`src/rtl/irq_front_pkg.sv`:
```
// Package: shared types and fixed service addresses for the interrupt front end.
// Assumes source index order [4] trap, [3] high, [2] mid, [1] low, [0] general.
package irq_front_pkg;

    localparam int SRC_N    = 5;
    localparam int SRC_TRAP = 4;
    localparam int SRC_HI   = 3;
    localparam int SRC_MID  = 2;
    localparam int SRC_LO   = 1;
    localparam int SRC_GEN  = 0;

    localparam int VEC_W = 16;
    localparam logic [VEC_W-1:0] VEC_TRAP = 16'h0024;
    localparam logic [VEC_W-1:0] VEC_HI   = 16'h003C;
    localparam logic [VEC_W-1:0] VEC_MID  = 16'h0034;
    localparam logic [VEC_W-1:0] VEC_LO   = 16'h002C;

    typedef enum logic {ST_IDLE, ST_ACK} fsm_t;

    // Map a one-hot grant of a hard-wired source to its service address.
    function automatic logic [VEC_W-1:0] fixed_vec(input logic [SRC_N-1:0] g);
        logic [VEC_W-1:0] v;
        v = '0;
        if (g[SRC_TRAP]) v = VEC_TRAP;
        if (g[SRC_HI])   v = VEC_HI;
        if (g[SRC_MID])  v = VEC_MID;
        if (g[SRC_LO])   v = VEC_LO;
        return v;
    endfunction

endpackage

```
`src/rtl/irq_edge_pend.sv`:
```
// Module: rising-edge capture with a sticky pending flag.
// Does: remembers the previous input level, sets the pending flag on a rising
// edge, and drops it on clr_i. A new edge in the same cycle as a clear wins.
// Assumes: lvl_i is synchronous to clk.
module irq_edge_pend (
    input  logic clk,
    input  logic rst_n,
    input  logic lvl_i,
    input  logic clr_i,
    output logic pend_o
);
    logic prev_q;
    logic pend_q;

    // Track the previous level to find rising edges.
    always_ff @(posedge clk) begin
        if (!rst_n) prev_q <= 1'b0;
        else        prev_q <= lvl_i;
    end

    // Sticky pending flag: an edge sets it, a clear drops it.
    always_ff @(posedge clk) begin
        if (!rst_n)                  pend_q <= 1'b0;
        else if (lvl_i && !prev_q)   pend_q <= 1'b1;
        else if (clr_i)              pend_q <= 1'b0;
    end

    assign pend_o = pend_q;

    AST_EDGE_CAPTURED: assert property (@(posedge clk) disable iff (!rst_n)
        (lvl_i && !prev_q) |=> pend_q);
    AST_PEND_HOLDS: assert property (@(posedge clk) disable iff (!rst_n)
        (pend_q && !clr_i) |=> pend_q);

endmodule

```
`src/rtl/irq_prio_pick.sv`:
```
// Module: fixed-priority one-hot picker; the highest index wins.
// Assumes: N >= 2.
module irq_prio_pick #(
    parameter int N = 5
) (
    input  logic [N-1:0] req_i,
    output logic [N-1:0] grant_o,
    output logic         any_o
);
    // Each position is granted when no higher position requests.
    for (genvar i = 0; i < N; i++) begin : g_slot
        if (i == N-1) begin : g_top
            assign grant_o[i] = req_i[i];
        end else begin : g_low
            assign grant_o[i] = req_i[i] & ~(|req_i[N-1:i+1]);
        end
    end

    assign any_o = |req_i;

    always_comb begin
        AST_GRANT_ONEHOT: assert ($onehot0(grant_o));
    end

endmodule

```
`src/rtl/irq_enable_regs.sv`:
```
// Module: global enable flag and per-line mask register.
// Does: the enable flag is cleared by reset, by an accepted maskable request
// and by the disable command, and set by the enable command, in that priority.
// Reset masks all lines.
module irq_enable_regs #(
    parameter int LINES = 3
) (
    input  logic             clk,
    input  logic             rst_n,
    input  logic             set_i,
    input  logic             clr_i,
    input  logic             take_mask_i,
    input  logic             mask_wr_i,
    input  logic [LINES-1:0] mask_i,
    output logic             en_o,
    output logic [LINES-1:0] mask_o
);
    logic             en_q;
    logic [LINES-1:0] mask_q;

    // Enable flag: acceptance and disable dominate enable.
    always_ff @(posedge clk) begin
        if (!rst_n)                   en_q <= 1'b0;
        else if (take_mask_i || clr_i) en_q <= 1'b0;
        else if (set_i)               en_q <= 1'b1;
    end

    // Mask register: all lines masked after reset.
    always_ff @(posedge clk) begin
        if (!rst_n)         mask_q <= '1;
        else if (mask_wr_i) mask_q <= mask_i;
    end

    assign en_o   = en_q;
    assign mask_o = mask_q;

    AST_DISABLE_WINS: assert property (@(posedge clk) disable iff (!rst_n)
        clr_i |=> !en_q);
    AST_TAKE_CLEARS_EN: assert property (@(posedge clk) disable iff (!rst_n)
        take_mask_i |=> !en_q);

endmodule

```
`src/rtl/irq_front.sv`:
```
// Module: top of the prioritised vectored interrupt front end.
// Does: gathers eligible requests, picks one at each instruction boundary,
// and either reports a fixed service address or runs the acknowledge
// handshake to fetch a restart opcode for the general request.
// Assumes: all inputs synchronous to clk; the device answers an acknowledge
// with an opcode of form 11nnn111 in the same cycle.
module irq_front
    import irq_front_pkg::*;
#(
    parameter int ADDR_W = 16,
    parameter int OPC_W  = 8,
    parameter int RST_W  = 3,
    parameter int RST_LSB = 3
) (
    input  logic              clk,
    input  logic              rst_n,
    input  logic              trap_i,
    input  logic              vec_hi_req_i,
    input  logic              vec_mid_req_i,
    input  logic              vec_lo_req_i,
    input  logic              gen_req_i,
    input  logic              boundary_i,
    input  logic              en_set_i,
    input  logic              en_clr_i,
    input  logic              mask_wr_i,
    input  logic [2:0]        mask_i,
    input  logic              hi_pend_clr_i,
    input  logic [OPC_W-1:0]  rst_opc_i,
    output logic              take_o,
    output logic [ADDR_W-1:0] take_vec_o,
    output logic [SRC_N-1:0]  take_src_o,
    output logic              gen_ack_o,
    output logic              int_en_o
);
    localparam int SLOT_SHIFT = 3;
    localparam int MASK_N     = 3;

    fsm_t              state_q;
    logic              take_q;
    logic              ack_q;
    logic [ADDR_W-1:0] vec_q;
    logic [SRC_N-1:0]  src_q;

    logic              trap_pend;
    logic              hi_pend;
    logic              en;
    logic [MASK_N-1:0] mask;
    logic [SRC_N-1:0]  elig;
    logic [SRC_N-1:0]  grant;
    logic              any_elig;
    logic              accept;
    logic              accept_mask;
    logic [ADDR_W-1:0] gen_vec;

    irq_edge_pend u_trap_edge (
        .clk    (clk),
        .rst_n  (rst_n),
        .lvl_i  (trap_i),
        .clr_i  (accept && grant[SRC_TRAP]),
        .pend_o (trap_pend)
    );

    irq_edge_pend u_hi_edge (
        .clk    (clk),
        .rst_n  (rst_n),
        .lvl_i  (vec_hi_req_i),
        .clr_i  ((accept && grant[SRC_HI]) || hi_pend_clr_i),
        .pend_o (hi_pend)
    );

    irq_enable_regs #(.LINES(MASK_N)) u_en (
        .clk         (clk),
        .rst_n       (rst_n),
        .set_i       (en_set_i),
        .clr_i       (en_clr_i),
        .take_mask_i (accept_mask),
        .mask_wr_i   (mask_wr_i),
        .mask_i      (mask_i),
        .en_o        (en),
        .mask_o      (mask)
    );

    // Eligibility: trap ignores enable and masks; the rest need both.
    always_comb begin
        elig[SRC_TRAP] = trap_pend;
        elig[SRC_HI]   = hi_pend       & ~mask[2] & en;
        elig[SRC_MID]  = vec_mid_req_i & ~mask[1] & en;
        elig[SRC_LO]   = vec_lo_req_i  & ~mask[0] & en;
        elig[SRC_GEN]  = gen_req_i     & en;
    end

    irq_prio_pick #(.N(SRC_N)) u_pick (
        .req_i   (elig),
        .grant_o (grant),
        .any_o   (any_elig)
    );

    assign accept      = boundary_i && (state_q == ST_IDLE) && any_elig;
    assign accept_mask = accept && !grant[SRC_TRAP];
    assign gen_vec     = ADDR_W'({rst_opc_i[RST_LSB +: RST_W], {SLOT_SHIFT{1'b0}}});

    // Acceptance sequencer: fixed vectors report at once, general runs acknowledge.
    always_ff @(posedge clk) begin
        if (!rst_n) begin
            state_q <= ST_IDLE;
            take_q  <= 1'b0;
            ack_q   <= 1'b0;
            vec_q   <= '0;
            src_q   <= '0;
        end else begin
            take_q <= 1'b0;
            ack_q  <= 1'b0;
            case (state_q)
                ST_IDLE: begin
                    if (accept) begin
                        if (grant[SRC_GEN]) begin
                            state_q <= ST_ACK;
                            ack_q   <= 1'b1;
                        end else begin
                            take_q <= 1'b1;
                            src_q  <= grant;
                            vec_q  <= ADDR_W'(fixed_vec(grant));
                        end
                    end
                end
                ST_ACK: begin
                    take_q  <= 1'b1;
                    src_q   <= SRC_N'(1) << SRC_GEN;
                    vec_q   <= gen_vec;
                    state_q <= ST_IDLE;
                end
                default: state_q <= ST_IDLE;
            endcase
        end
    end

    assign take_o     = take_q;
    assign take_vec_o = vec_q;
    assign take_src_o = src_q;
    assign gen_ack_o  = ack_q;
    assign int_en_o   = en;

    AST_TAKE_ONE_SOURCE: assert property (@(posedge clk) disable iff (!rst_n)
        take_q |-> ($countones(src_q) == 1));
    AST_TRAP_ADDR: assert property (@(posedge clk) disable iff (!rst_n)
        (take_q && src_q[SRC_TRAP]) |-> (vec_q == 16'h0024));
    AST_MASKABLE_DROPS_EN: assert property (@(posedge clk) disable iff (!rst_n)
        (take_q && |src_q[SRC_HI:SRC_LO]) |-> !en);
    AST_ACK_THEN_TAKE: assert property (@(posedge clk) disable iff (!rst_n)
        ack_q |=> (take_q && src_q[SRC_GEN] && !ack_q));
    AST_GEN_ADDR_SLOT: assert property (@(posedge clk) disable iff (!rst_n)
        (take_q && src_q[SRC_GEN]) |-> (vec_q[SLOT_SHIFT-1:0] == '0));
    AST_OPC_FORM: assert property (@(posedge clk) disable iff (!rst_n)
        ack_q |-> (rst_opc_i[7:6] == 2'b11 && rst_opc_i[2:0] == 3'b111));
    AST_TAKE_AT_BOUNDARY: assert property (@(posedge clk) disable iff (!rst_n)
        take_q |-> ($past(boundary_i) || $past(ack_q)));

endmodule

```
`config.mk`:
```
export PLATFORM = sky130hd
export DESIGN_NAME = irq_front
export DESIGN_NICKNAME = d
export VERILOG_FILES = /design/src/rtl/irq_front_pkg.sv /design/src/rtl/irq_edge_pend.sv /design/src/rtl/irq_prio_pick.sv /design/src/rtl/irq_enable_regs.sv /design/src/rtl/irq_front.sv
export SDC_FILE = /design/constraint.sdc
export NUM_CORES = 1
export LEC_CHECK = 0
export BUFFER_PORTS_ARGS = -buffer_cell sky130_fd_sc_hd__buf_4
export CAP_MARGIN = 20
export CORE_ASPECT_RATIO = 0.6
export CORE_MARGIN = 2
export CORE_UTILIZATION = 44
export DETAILED_ROUTE_END_ITERATION = 7
export GPL_ROUTABILITY_DRIVEN = 0
export PLACE_DENSITY = 0.77
export SETUP_SLACK_MARGIN = 0.2
export SYNTH_ARGS = -nofsm -noshare
export SYNTH_HDL_FRONTEND = slang
export SYNTH_HIERARCHICAL = 1
export SYNTH_SLANG_ARGS = --single-unit
export TNS_END_PERCENT = 50
```
`constraint.sdc`:
```
create_clock -name clk -period 2.5 [get_ports clk]
set_clock_uncertainty 0.05 [all_clocks]
set_input_delay 0.25 -clock clk [delete_from_list [all_inputs] [get_ports clk]]
set_output_delay 0.25 -clock clk [all_outputs]
set_load 0.05 [all_outputs]
```
### Yosys cells after proc, flatten, opt, wreduce, memory -nomap -nowiden

Cells that the tools add are included.

* flip-flop bits (word level): 32
* input bits: 23

* reductions and logical operators: 21
* equal/unequal tests: 2
* muxes and demuxes: 20
* bitwise logic cells: 20

Operators by type and width (count)
* 16-bit 2-to-1 mux: 5
* 16-bit one-hot mux with 2 select lines: 1
* 1-bit AND: 11
* 5-bit 2-to-1 mux: 2
* 5-bit one-hot mux with 2 select lines: 1
* 1-bit NOT: 9
* 1-bit 2-to-1 mux: 8
* 1-bit logical AND: 7
* 6-bit 2-to-1 mux: 1
* 2-bit OR reduction: 3
* 5-bit OR reduction: 1
* 2-bit != test, second input constant: 2
* 1-bit one-hot mux with 2 select lines: 2
* 2-bit nonzero test: 2
* 4-bit OR reduction: 1
* 1-bit logical NOT: 3
* 3-bit OR reduction: 1
* 1-bit logical OR: 2
* 2-bit AND reduction: 1

### Longest topological paths before layout

Gate-level depths: netlist of run 1.

* depth in word-level cells: 11
* depth in mapped cells: 9
* gate-level depth less buffers: 9

### Hierarchy

Netlist of run 1, hierarchy kept.

Modules (own cells, without submodules)
* irq_front: seq. area each 220.2 um^2, area each 625.6 um^2, cells each 76, times used 1
* irq_edge_pend: seq. area each 40.0 um^2, area each 70.1 um^2, cells each 6, times used 2
* irq_enable_regs: seq. area each 80.1 um^2, area each 140.1 um^2, cells each 12, times used 1
* irq_prio_pick: seq. area each 0.0 um^2, area each 55.1 um^2, cells each 7, times used 1

### Worst setup path after synthesis of run 1

Ideal clock, no wire load.

* path kind: flip-flop to flip-flop
* start point: register u_en.en_q (netlist: u_en/en_o)
* end point: register vec_q[4] (netlist: take_vec_o[4])
* period minus slack after synthesis: 2.142 ns
* arrival time: 2.029 ns
* stages on the path, launching flop included: 8
* setup slack: 0.358 ns
* data required time: 2.388 ns
* path through: dfxtp_1 nand2_1 nor2_1 nor4_2 and2_1 nand3b_2 or4_1 nand3_1

* elaborated cells on any way between the ends: 25

RTL lines
* start: declaration: line irq_enable_regs.sv:18 `logic en_q;`
* start signal: assignment: line irq_enable_regs.sv:23 `if (!rst_n) en_q <= 1'b0;`
* start signal: assignment: line irq_enable_regs.sv:24 `else if (take_mask_i || clr_i) en_q <= 1'b0;`
* start signal: assignment: line irq_enable_regs.sv:25 `else if (set_i) en_q <= 1'b1;`
* 1-bit AND: line irq_front.sv:86 `elig[SRC_HI] = hi_pend & ~mask[2] & en;`
* via elig[3]: line irq_front.sv:48 `logic [SRC_N-1:0] elig;`
* 4-bit OR reduction: line irq_prio_pick.sv:15 `assign grant_o[i] = req_i[i] & ~(|req_i[N-1:i+1]);`
* 1-bit NOT: line irq_prio_pick.sv:15
* 1-bit AND: line irq_prio_pick.sv:15
* via grant[0]: line irq_front.sv:49 `logic [SRC_N-1:0] grant;`
* 2-bit != test (no line)
* 2-bit AND reduction (no line)
* end signal: assignment: line irq_front.sv:122 `vec_q <= ADDR_W'(fixed_vec(grant));`
* end signal: assignment: line irq_front.sv:129 `vec_q <= gen_vec;`
* end: declaration: line irq_front.sv:41 `logic [ADDR_W-1:0] vec_q;`

The timed path passes the listed nets, and every way through them passes these cells. The select of a mux whose other input is x is not followed.
A chain may end at the register's enable or synchronous reset.

### Worst setup path in the final report of run 1

Same ends and word-level chain as after synthesis.

==> impl_metrics.json, run 1 <==
{
  "synth_xor_area_share_pct": 0,
  "cts_root_buf": "clkbuf_4",
  "path_cells": "nand2_1 -> nor2_1 -> nor4_2 -> and2_1 -> nand3b_2 -> or4_1 -> nand3_1",
  "cts_setup_buffers": 0,
  "critical-path-top-delay-family": "simple AND/OR/NAND/NOR gates",
  "cts_tree": "built",
  "clk_pin_slew_ns": 0.11,
  "io_buffers": 29,
  "grt_overflow": 0,
  "initial_utilization_pct": 45.44,
  "fmax_mhz": 493.8,
  "final.min_clock_period_ns": 2.025,
  "design_area_mm2": 0.001152,
  "grt_usage_pct": 15.74,
  "setup_viol": 0,
  "grt_max_degree": 18,
  "postRouteWirelength_mm": 1.796,
  "coreArea_mm2": 0.002115,
  "ys_seq_area_share_pct": 39.58,
  "worstSetupEndpointType": "flop",
  "top_layer_used": "met4",
  "hold_viol": 0,
  "cp_slowest_cell": "or4_1",
  "critPathKind": "flop to flop",
  "finalSetupTns_ns": 0,
  "hold_buffers": 0,
  "synth_cells": 107,
  "worst_pin_slew_ns": 0.6529,
  "cp.required_ns": 2.70,
  "outcome": "completed",
  "rows": 13,
  "postCtsResizedCells": 0,
  "synth_warnings": 6,
  "syn-mean-instance-area_um2": 8.981,
  "synthTopCellsByArea": "dfxtp_1, buf_4, nand2_1, and2_1, nand2b_1",
  "peakVddDrop_mv": 0.2559,
  "slew_violations": 0,
  "slew_headroom_pct": 55.86,
  "drive_above_1_share_pct": 29.10,
  "synth_top_family_by_area": "simple AND/OR/NAND/NOR gates",
  "clock_path_buffers": 2,
  "yosysMostFrequentCell": "dfxtp_1",
  "vias_per_cell": 4.756,
  "final_antenna_net_count": 0,
  "critPathArrivalTime_ns": 2.23,
  "io_pins": 47,
  "wl_per_cell_um": 10.95,
  "die_w_um": 64.33,
  "die_area_mm2": 0.002586,
  "worstSkewPairLatency_ns": 0.30,
  "hpwl_mm": 1.357,
  "grt_pass1_wl_mm": 2.925,
  "synth_edf_count": 0,
  "muxShareOfSynthArea_pct": 3.125,
  "holdCritPathClass": "input pin to flop",
  "p_total_uw": 604.7,
  "synth_commonest_cells": "dfxtp_1, buf_4, nand2_1, nor2_1",
  "fill_cells": 219,
  "wl_met2_um": 755,
  "critPathLaunchType": "flop",
  "synthDistinctLibCells": 28,
  "synth-compound-area-share_pct": 8.594,
  "yosys_register_bits": 19,
  "drt-met1-wl_um": 875,
  "synth_area_um2": 960.9,
  "htreeDepth": 1,
  "grt_pass1_vias": 665,
  "drt_pass1_iterations": 4,
  "syn2layout_area_growth_pct": 19.92,
  "drt_iter0_drc": 44,
  "vias": 780,
  "worst-path-buf-inv": 0,
  "synth_fa_ha_area_share_pct": 0,
  "layout.nets": 158,
  "maxCapViolations": 0,
  "power.density_mw_per_mm2": 524.8,
  "place_area_mm2": 0.001125,
  "crit_fanout": 10,
  "synth.largest_area_cell": "dfxtp_1",
  "synth-simple-area-share_pct": 34.51,
  "async_reset_ff_share_pct": 0,
  "cts_sinks": 19,
  "synth-main-ff-cell": "dfxtp_1",
  "finalCritPeriodShare_pct": 81.00,
  "die_y_um": 40.20,
  "cellLeakagePower_uw": 0.0005202,
  "rsz0062_at_grt": "no",
  "numCtsBuffers": 3,
  "dr_wl_met3_um": 149,
  "antenna_found_initial": 0,
  "drcViolationCount": 0,
  "antenna_cells": 0,
  "cpPeakStageDelay_ns": 0.53,
  "synth_top_area_share_pct": 39.58
}
## stage by stage
| stage | utilization [%] | hold slack (ns) | instances | setup slack [ns] |
|---|---|---|---|---|
| floorplan | - | 0.2619 | 118 | 0.3583 |
| global placement | 53.20 | 0.3649 | 160 | 0.5401 |
| detailed placement | 53.20 | 0.3699 | 160 | 0.4632 |
| CTS | 54.50 | 0.03848 | 164 | 0.4471 |
| global route | 54.50 | 0.02810 | 164 | 0.2691 |
| finish | 54.50 | 0.04811 | 164 | 0.4751 |
## layout by cell type (no fill, tap or decap), types with 2 or more instances in the layout
master / n
a21boi_2: 2
a21oi_1: 5
and2_1: 5
and3b_1: 3
buf_4: 29
clkbuf_4: 3
conb_1: 12
dfxtp_1: 19
mux2i_1: 3
nand2_1: 14
nand2b_1: 5
nand3_1: 5
nand4b_1: 3
nor2_1: 7
nor2b_1: 3
nor3_1: 2
o211ai_1: 2
or4_1: 2
## sequential cells by signal, indices dropped and copies added (netlist names)
register,count
state_q,1
take_o,1
take_src_o,5
take_vec_o,4
u_en/en_o,1
u_en/mask_o,3
u_hi_edge/pend_o,1
u_hi_edge/prev_q,1
u_trap_edge/pend_o,1
u_trap_edge/prev_q,1
## worst paths after layout
check	slack [ns]	start	depth (start not counted)	endpoint
min reg2reg	0.43	take_src_o[4]	2	take_src_o[4]
max	0.48	u_en/en_o	7	take_vec_o[4]
max reg2reg	0.48	u_en/en_o	7	take_vec_o[4]
min	0.05	en_clr_i	2	u_en/en_o
## layer usage
metal,GRT usage [%],vias to the layer above
met1,19.06,351
li1,-,392
met3,7.022,4
met2,26.04,33
met5,0,-
met4,4.787,0
## kinds of logic after synthesis
kind of cell	Yosys count
compound gates	12
simple gates	55
buf+inv	17
other cells	1
mux	3
flops	19
## area by class of cell
cell class                 count  area, um2  area share, %
multi-input combinational     82      489.2          42.45
sequential                    19      380.4          33.01
timing repair buffer          29      217.7          18.89
tap                           30      37.54          3.257
clock buffer                   3      22.52          1.954
clock inverter                 1      5.005         0.4343
## report_power, final
group          switching [uW]  leakage (uW)  total (uW)  internal (uW)
clock                    95.2     0.0000177         155           59.7
sequential               8.22      0.000155         322            314
combinational            86.5      0.000347         128           41.0
No activity file was read; power rests on OpenSTA's default activity.
==> run 2, diff against run 1 <==
==> constraint.sdc (replaced) <==
create_clock -name clk -period 2 [get_ports clk]
set_clock_uncertainty 0.05 [all_clocks]
set_input_delay 0.2 -clock clk [delete_from_list [all_inputs] [get_ports clk]]
set_output_delay 0.2 -clock clk [all_outputs]
set_load 0.05 [all_outputs]
==> run 2 against run 1 <==
Net effect:
- register-to-register slack lost 0.21 ns
- largest power group unchanged
- sequential power is 25% higher
- critical endpoint is now u_hi_edge/pend_o
- combinational power is 35% higher
- die area stayed put
- highest routed layer is now met3
- largest cell class unchanged
==> impl_metrics.json, run 2 (synthesized netlist as in run 1, its figures left out) <==
{
  "final.min_clock_period_ns": 1.739,
  "drcViolationCount": 0,
  "cts_tree": "built",
  "layout_common_cells": "buf_4, dfxtp_1, nand2_1",
  "holdCritPathClass": "input pin to flop",
  "critPathLaunchType": "flop",
  "rsz0062_at_grt": "yes",
  "hpwl_mm": 1.516,
  "postRouteWirelength_mm": 2.033,
  "crit_fanout": 6,
  "maxCapViolations": 0,
  "hold_viol": 0,
  "outcome": "completed",
  "post-route-util_pct": 57.75,
  "die_w_um": 64.33,
  "io_pins": 47,
  "vias": 810,
  "grt_pass1_vias": 731,
  "largest_reg_flops": 5,
  "worstSetupEndpointType": "flop",
  "critical-path-top-delay-family": "simple AND/OR/NAND/NOR gates",
  "drt_pass1_iterations": 4,
  "cts_sinks": 19,
  "peakVddDrop_mv": 0.4028,
  "setup_viol": 0,
  "antenna_cells": 0,
  "grt_overflow": 0,
  "io_buffers": 29,
  "drt-met1-wl_um": 909,
  "die_area_mm2": 0.002586,
  "worstSkewPairLatency_ns": 0.30,
  "coreArea_mm2": 0.002115,
  "vias_per_cell": 4.821,
  "die_y_um": 40.20,
  "worst-path-buf-inv": 0,
  "slew_violations": 0,
  "drive_above_1_share_pct": 34.06,
  "wl_per_cell_um": 12.10,
  "critPathKind": "flop to flop",
  "critPathArrivalTime_ns": 1.93,
  "power.density_mw_per_mm2": 633.3,
  "grt_max_degree": 18,
  "clk_pin_slew_ns": 0.11,
  "cpPeakStageDelay_ns": 0.37,
  "slew_headroom_pct": 61.86,
  "initial_utilization_pct": 45.44,
  "cp_slowest_cell": "dfxtp_4",
  "cp.required_ns": 2.19,
  "cellLeakagePower_uw": 0.0005579,
  "syn2layout_area_growth_pct": 27.08,
  "clock_path_buffers": 2,
  "htreeDepth": 1,
  "wl_met2_um": 982,
  "fmax_mhz": 574.9,
  "antenna_found_initial": 0,
  "finalSetupTns_ns": 0,
  "rows": 13,
  "grt_usage_pct": 17.06,
  "drt_iter0_drc": 34,
  "final_common_cell": "buf_4",
  "layout.nets": 162,
  "cts_root_buf": "clkbuf_4",
  "path_cells": "nand2_1 -> nor2_4 -> nor4_4 -> nand2b_1 -> nand2_1 -> nor2_1 -> a21o_1 -> nand2b_1 -> a21boi_2",
  "final_antenna_net_count": 0,
  "finalCritPeriodShare_pct": 86.97,
  "grt_pass1_wl_mm": 3.236,
  "dr_wl_met3_um": 142,
  "top_layer_used": "met3",
  "numCtsBuffers": 3,
  "worst_pin_slew_ns": 0.5641
}
-- run 2: cell types whose count changed in the layout (fill, tap and decap cells not counted), sizes merged --
| cell | before | now |
|---|---|---|
| buf | 29 | 32 |
| dlygate4sd3 | 0 | 1 |
-- run 2: report_power, final --
group	total, uW	switching [uW]	internal (uW)	leakage, uW
sequential	404	11.9	392	0.000156
clock	196	122	74.5	0.0000177
combinational	173	113	60.5	0.000384
total	773	246	527	0.000558
-- run 2: worst register-to-register path, delay by kind of cell (launching register included) --
family          cells  cell delay, ns
compound gates      2            0.30
flops               1            0.37
simple gates        7            0.97
-- run 2: final timing paths --
| check | from | slack, ns | cells after the start | to |
|---|---|---|---|---|
| max | u_en/en_o | 0.26 | 9 | u_hi_edge/pend_o |
| min | trap_i | 0.05 | 2 | u_trap_edge/prev_q |
| max reg2reg | u_en/en_o | 0.26 | 9 | u_hi_edge/pend_o |
| min reg2reg | u_en/mask_o[1] | 0.43 | 2 | u_en/mask_o[1] |
-- run 2: repair_timing --
item	4_1_cts	5_1_grt
resized for setup	0	5
endpoints found under the setup margin	0	9
buffers inserted	0	3
endpoints found under the hold margin	1	0
hold buffers	1	0
-- run 2: routing by layer --
layer,GRT usage [%],vias up
met4,1.596,0
met1,20.20,383
met2,32.03,27
met5,0,-
met3,6.180,0
li1,-,400
-- run 2: cell type report --
| type | instances | area [um2] |
|---|---|---|
| sequential | 19 | 384.1 |
| fill | 213 | 893.4 |
| multi-input combinational | 82 | 521.8 |
| clock inverter | 1 | 5.005 |
| timing repair buffer | 33 | 250.2 |
| tap | 30 | 37.54 |
| clock buffer | 3 | 22.52 |
-- run 2: stage by stage --
| stage | hold WS (ns) | power (uW) | instances | cell area, um2 | setup slack (ns) |
|---|---|---|---|---|---|
| 2_1_floorplan | 0.2119 | 549.8 | 118 | 1017 | 0.2742 |
| 3_3_place_gp | 0.3058 | 570.3 | 160 | 1140 | 0.2764 |
| 3_5_place_dp | 0.3107 | 574.9 | 160 | 1140 | 0.2307 |
| 4_1_cts | 0.04727 | 768.3 | 165 | 1177 | 0.2126 |
| 5_1_grt | 0.05397 | 810.8 | 168 | 1221 | 0.1585 |
| 6_report | 0.05386 | 773.4 | 168 | 1221 | 0.2607 |
==> run 3, diff against run 2 <==
--- a/config.mk
+++ b/config.mk
@@ -7,15 +7,13 @@
 export LEC_CHECK = 0
 export BUFFER_PORTS_ARGS = -buffer_cell sky130_fd_sc_hd__buf_4
 export CAP_MARGIN = 20
-export CORE_ASPECT_RATIO = 0.6
-export CORE_MARGIN = 2
+export CORE_MARGIN = 3
 export CORE_UTILIZATION = 44
 export DETAILED_ROUTE_END_ITERATION = 7
 export GPL_ROUTABILITY_DRIVEN = 0
-export PLACE_DENSITY = 0.77
+export PLACE_DENSITY = 0.78
 export SETUP_SLACK_MARGIN = 0.2
 export SYNTH_ARGS = -nofsm -noshare
 export SYNTH_HDL_FRONTEND = slang
-export SYNTH_HIERARCHICAL = 1
 export SYNTH_SLANG_ARGS = --single-unit
 export TNS_END_PERCENT = 50
==> run 3 against run 2 <==
Net effect:
- sequential cell count stayed put
- largest power group unchanged
- clock power down 5%
- power is 0.87% lower
==> impl_metrics.json, run 3 <==
{
  "synth.largest_area_cell": "dfxtp_1",
  "antenna_found_initial": 0,
  "r2r-start": "u_trap_edge.pend_o",
  "worstSkewPairLatency_ns": 0.29,
  "synth_edf_count": 0,
  "worst-path-buf-inv": 0,
  "grt_pass1_vias": 704,
  "path_cells": "nor3_1 -> nor2_4 -> o41ai_4 -> a2111oi_2",
  "reg2reg_depth": 4,
  "hold_buffers": 0,
  "finalSetupTns_ns": 0,
  "die_w_um": 51.56,
  "rows": 15,
  "crit_fanout": 10,
  "r2r_slack_ns": 0.55,
  "layout_common_cells": "buf_4, dfxtp_1, conb_1",
  "syn2layout_area_growth_pct": 23.42,
  "grt_pass1_wl_mm": 2.891,
  "final.min_clock_period_ns": 1.454,
  "vias_per_cell": 4.840,
  "drive_above_1_share_pct": 29.01,
  "htreeDepth": 1,
  "critPathArrivalTime_ns": 1.59,
  "synth_warnings": 0,
  "synth_area_um2": 913.4,
  "design_area_mm2": 0.001127,
  "die_area_mm2": 0.002658,
  "finalCritPeriodShare_pct": 72.69,
  "outcome": "completed",
  "p_int_uw": 528.2,
  "wl_per_cell_um": 11.06,
  "syn-mean-instance-area_um2": 8.955,
  "cts_tree": "built",
  "initial_utilization_pct": 49.66,
  "holdCritPathClass": "input pin to flop",
  "drt_iter0_drc": 10,
  "rsz0062_at_grt": "no",
  "place_area_mm2": 0.001101,
  "critPathLaunchType": "flop",
  "coreArea_mm2": 0.001839,
  "final_common_cell": "buf_4",
  "synth_cells": 102,
  "cts_sinks": 19,
  "layout.nets": 155,
  "cellLeakagePower_uw": 0.0005219,
  "cpPeakStageDelay_ns": 0.55,
  "clkPwrFrac_pct": 24.3,
  "postRouteWirelength_mm": 1.726,
  "grt_max_degree": 21,
  "synthDistinctLibCells": 34,
  "numCtsBuffers": 3,
  "peakVddDrop_mv": 0.3991,
  "synth_top_area_share_pct": 41.64,
  "fill_cells": 177,
  "io_buffers": 29,
  "hpwl_mm": 1.428,
  "fmax_mhz": 687.9,
  "critical-path-top-delay-family": "flip-flops",
  "worstSetupEndpoint": "take_vec_o[4]",
  "grt_overflow": 0,
  "setup_viol": 0,
  "hold_viol": 0,
  "cp.required_ns": 2.14,
  "grt_usage_pct": 14.34,
  "yosys_register_bits": 19,
  "drcViolationCount": 0,
  "final_antenna_net_count": 0,
  "largest_reg_flops": 5,
  "die_y_um": 51.56,
  "maxCapViolations": 0,
  "synth_commonest_cells": "dfxtp_1, buf_4, nor2_1, nand2_1, inv_1",
  "cp.depth": 4,
  "post-route-util_pct": 61.29,
  "cts_setup_buffers": 0,
  "clk_pin_slew_ns": 0.10,
  "cts_root_buf": "clkbuf_4",
  "io_pins": 47,
  "p_total_uw": 766.7,
  "async_reset_ff_share_pct": 0,
  "power.density_mw_per_mm2": 680.1,
  "power_frac_seq_pct": 53.2,
  "p_sw_share_pct": 31.11,
  "worstSetupEndpointType": "flop",
  "critPathKind": "flop to flop",
  "synth-main-ff-cell": "dfxtp_1",
  "combPwrFrac_pct": 22.5,
  "r2r_end": "take_vec_o[4]",
  "ys_seq_area_share_pct": 41.64,
  "postCtsResizedCells": 0,
  "vias": 755,
  "drt_pass1_iterations": 4,
  "slew_violations": 0,
  "startpoint": "u_trap_edge.pend_o",
  "synthTopCellsByArea": "dfxtp_1, buf_4, nor2_1, nor2b_1, mux2i_1",
  "antenna_cells": 0,
  "clock_path_buffers": 2,
  "yosysMostFrequentCell": "dfxtp_1",
  "switchingPower_uw": 238.5,
  "cp_slowest_cell": "dfxtp_1"
}
==> run 3: cells by family (layout without fill, tap and decap cells) <==
| logic type | Yosys count | count (layout) | share of synthesized area [%] |
|---|---|---|---|
| multiplexers | 3 | 3 | 3.288 |
| AND/OR/NAND/NOR | 40 | 40 | 23.56 |
| other | 1 | 12 | 0.4106 |
| AO/OA/AOI/OAI | 18 | 18 | 17.40 |
| buffers and inverters | 21 | 39 | 13.70 |
| flip-flops | 19 | 19 | 41.64 |
==> run 3: worst min-delay path by stage <==
stage,start,cells after the start,end,slack (ns)
final,hi_pend_clr_i,2,u_hi_edge.pend_o,0.05
after floorplan,boundary_i,1,take_src_o[1],0.24
after detailed placement,u_hi_edge.prev_q,1,u_hi_edge.pend_o,0.36
after global placement,u_hi_edge.prev_q,1,u_hi_edge.pend_o,0.35
after CTS,hi_pend_clr_i,2,u_hi_edge.pend_o,0.05
after global routing,hi_pend_clr_i,2,u_hi_edge.pend_o,0.05
==> run 3: cell type report <==
cell class                 instances  area (um2)  area share, %
tap                               25       31.28          2.775
inverter                           6       22.52          1.998
clock buffer                       4       26.28          2.331
multi-input combinational         73       449.2          39.84
timing repair buffer              29       217.7          19.31
sequential                        19       380.4          33.74
==> run 3: metal layers <==
layer / wire length [um] / vias up / share of wire [%] / GRT usage [%]
met1: 746 / 339 / 43 / 16.93
met2: 806 / 33 / 47 / 24.15
met3: 148 / 3 / 8.6 / 3.725
met5: 0 / - / 0 / 0
li1: - / 380 / - / -
met4: 24 / 0 / 1.4 / 6.550
==> run 3: worst register-to-register path: stages (launching register included) <==
cell,delay [ns]
dfxtp_1,0.55
nor3_1,0.14
nor2_4,0.12
o41ai_4,0.12
a2111oi_2,0.37
==> run 3: power by group through the flow <==
stage	logic [uW]	clock network [uW]	registers, uW
after CTS	173	192	408
final	172	186	408
after global routing	185	213	411
after floorplan	121	0	438
after detailed placement	173	0	417
after global placement	171	0	416
==> run 3: metrics by stage <==
stage / instances / hold WS, ns / setup WS [ns]
2_1_floorplan: 113 / 0.2442 / 0.3202
3_3_place_gp: 152 / 0.3505 / 0.5885
3_5_place_dp: 152 / 0.3555 / 0.5593
4_1_cts: 156 / 0.04563 / 0.5284
5_1_grt: 156 / 0.04654 / 0.4182
6_report: 156 / 0.05051 / 0.5463
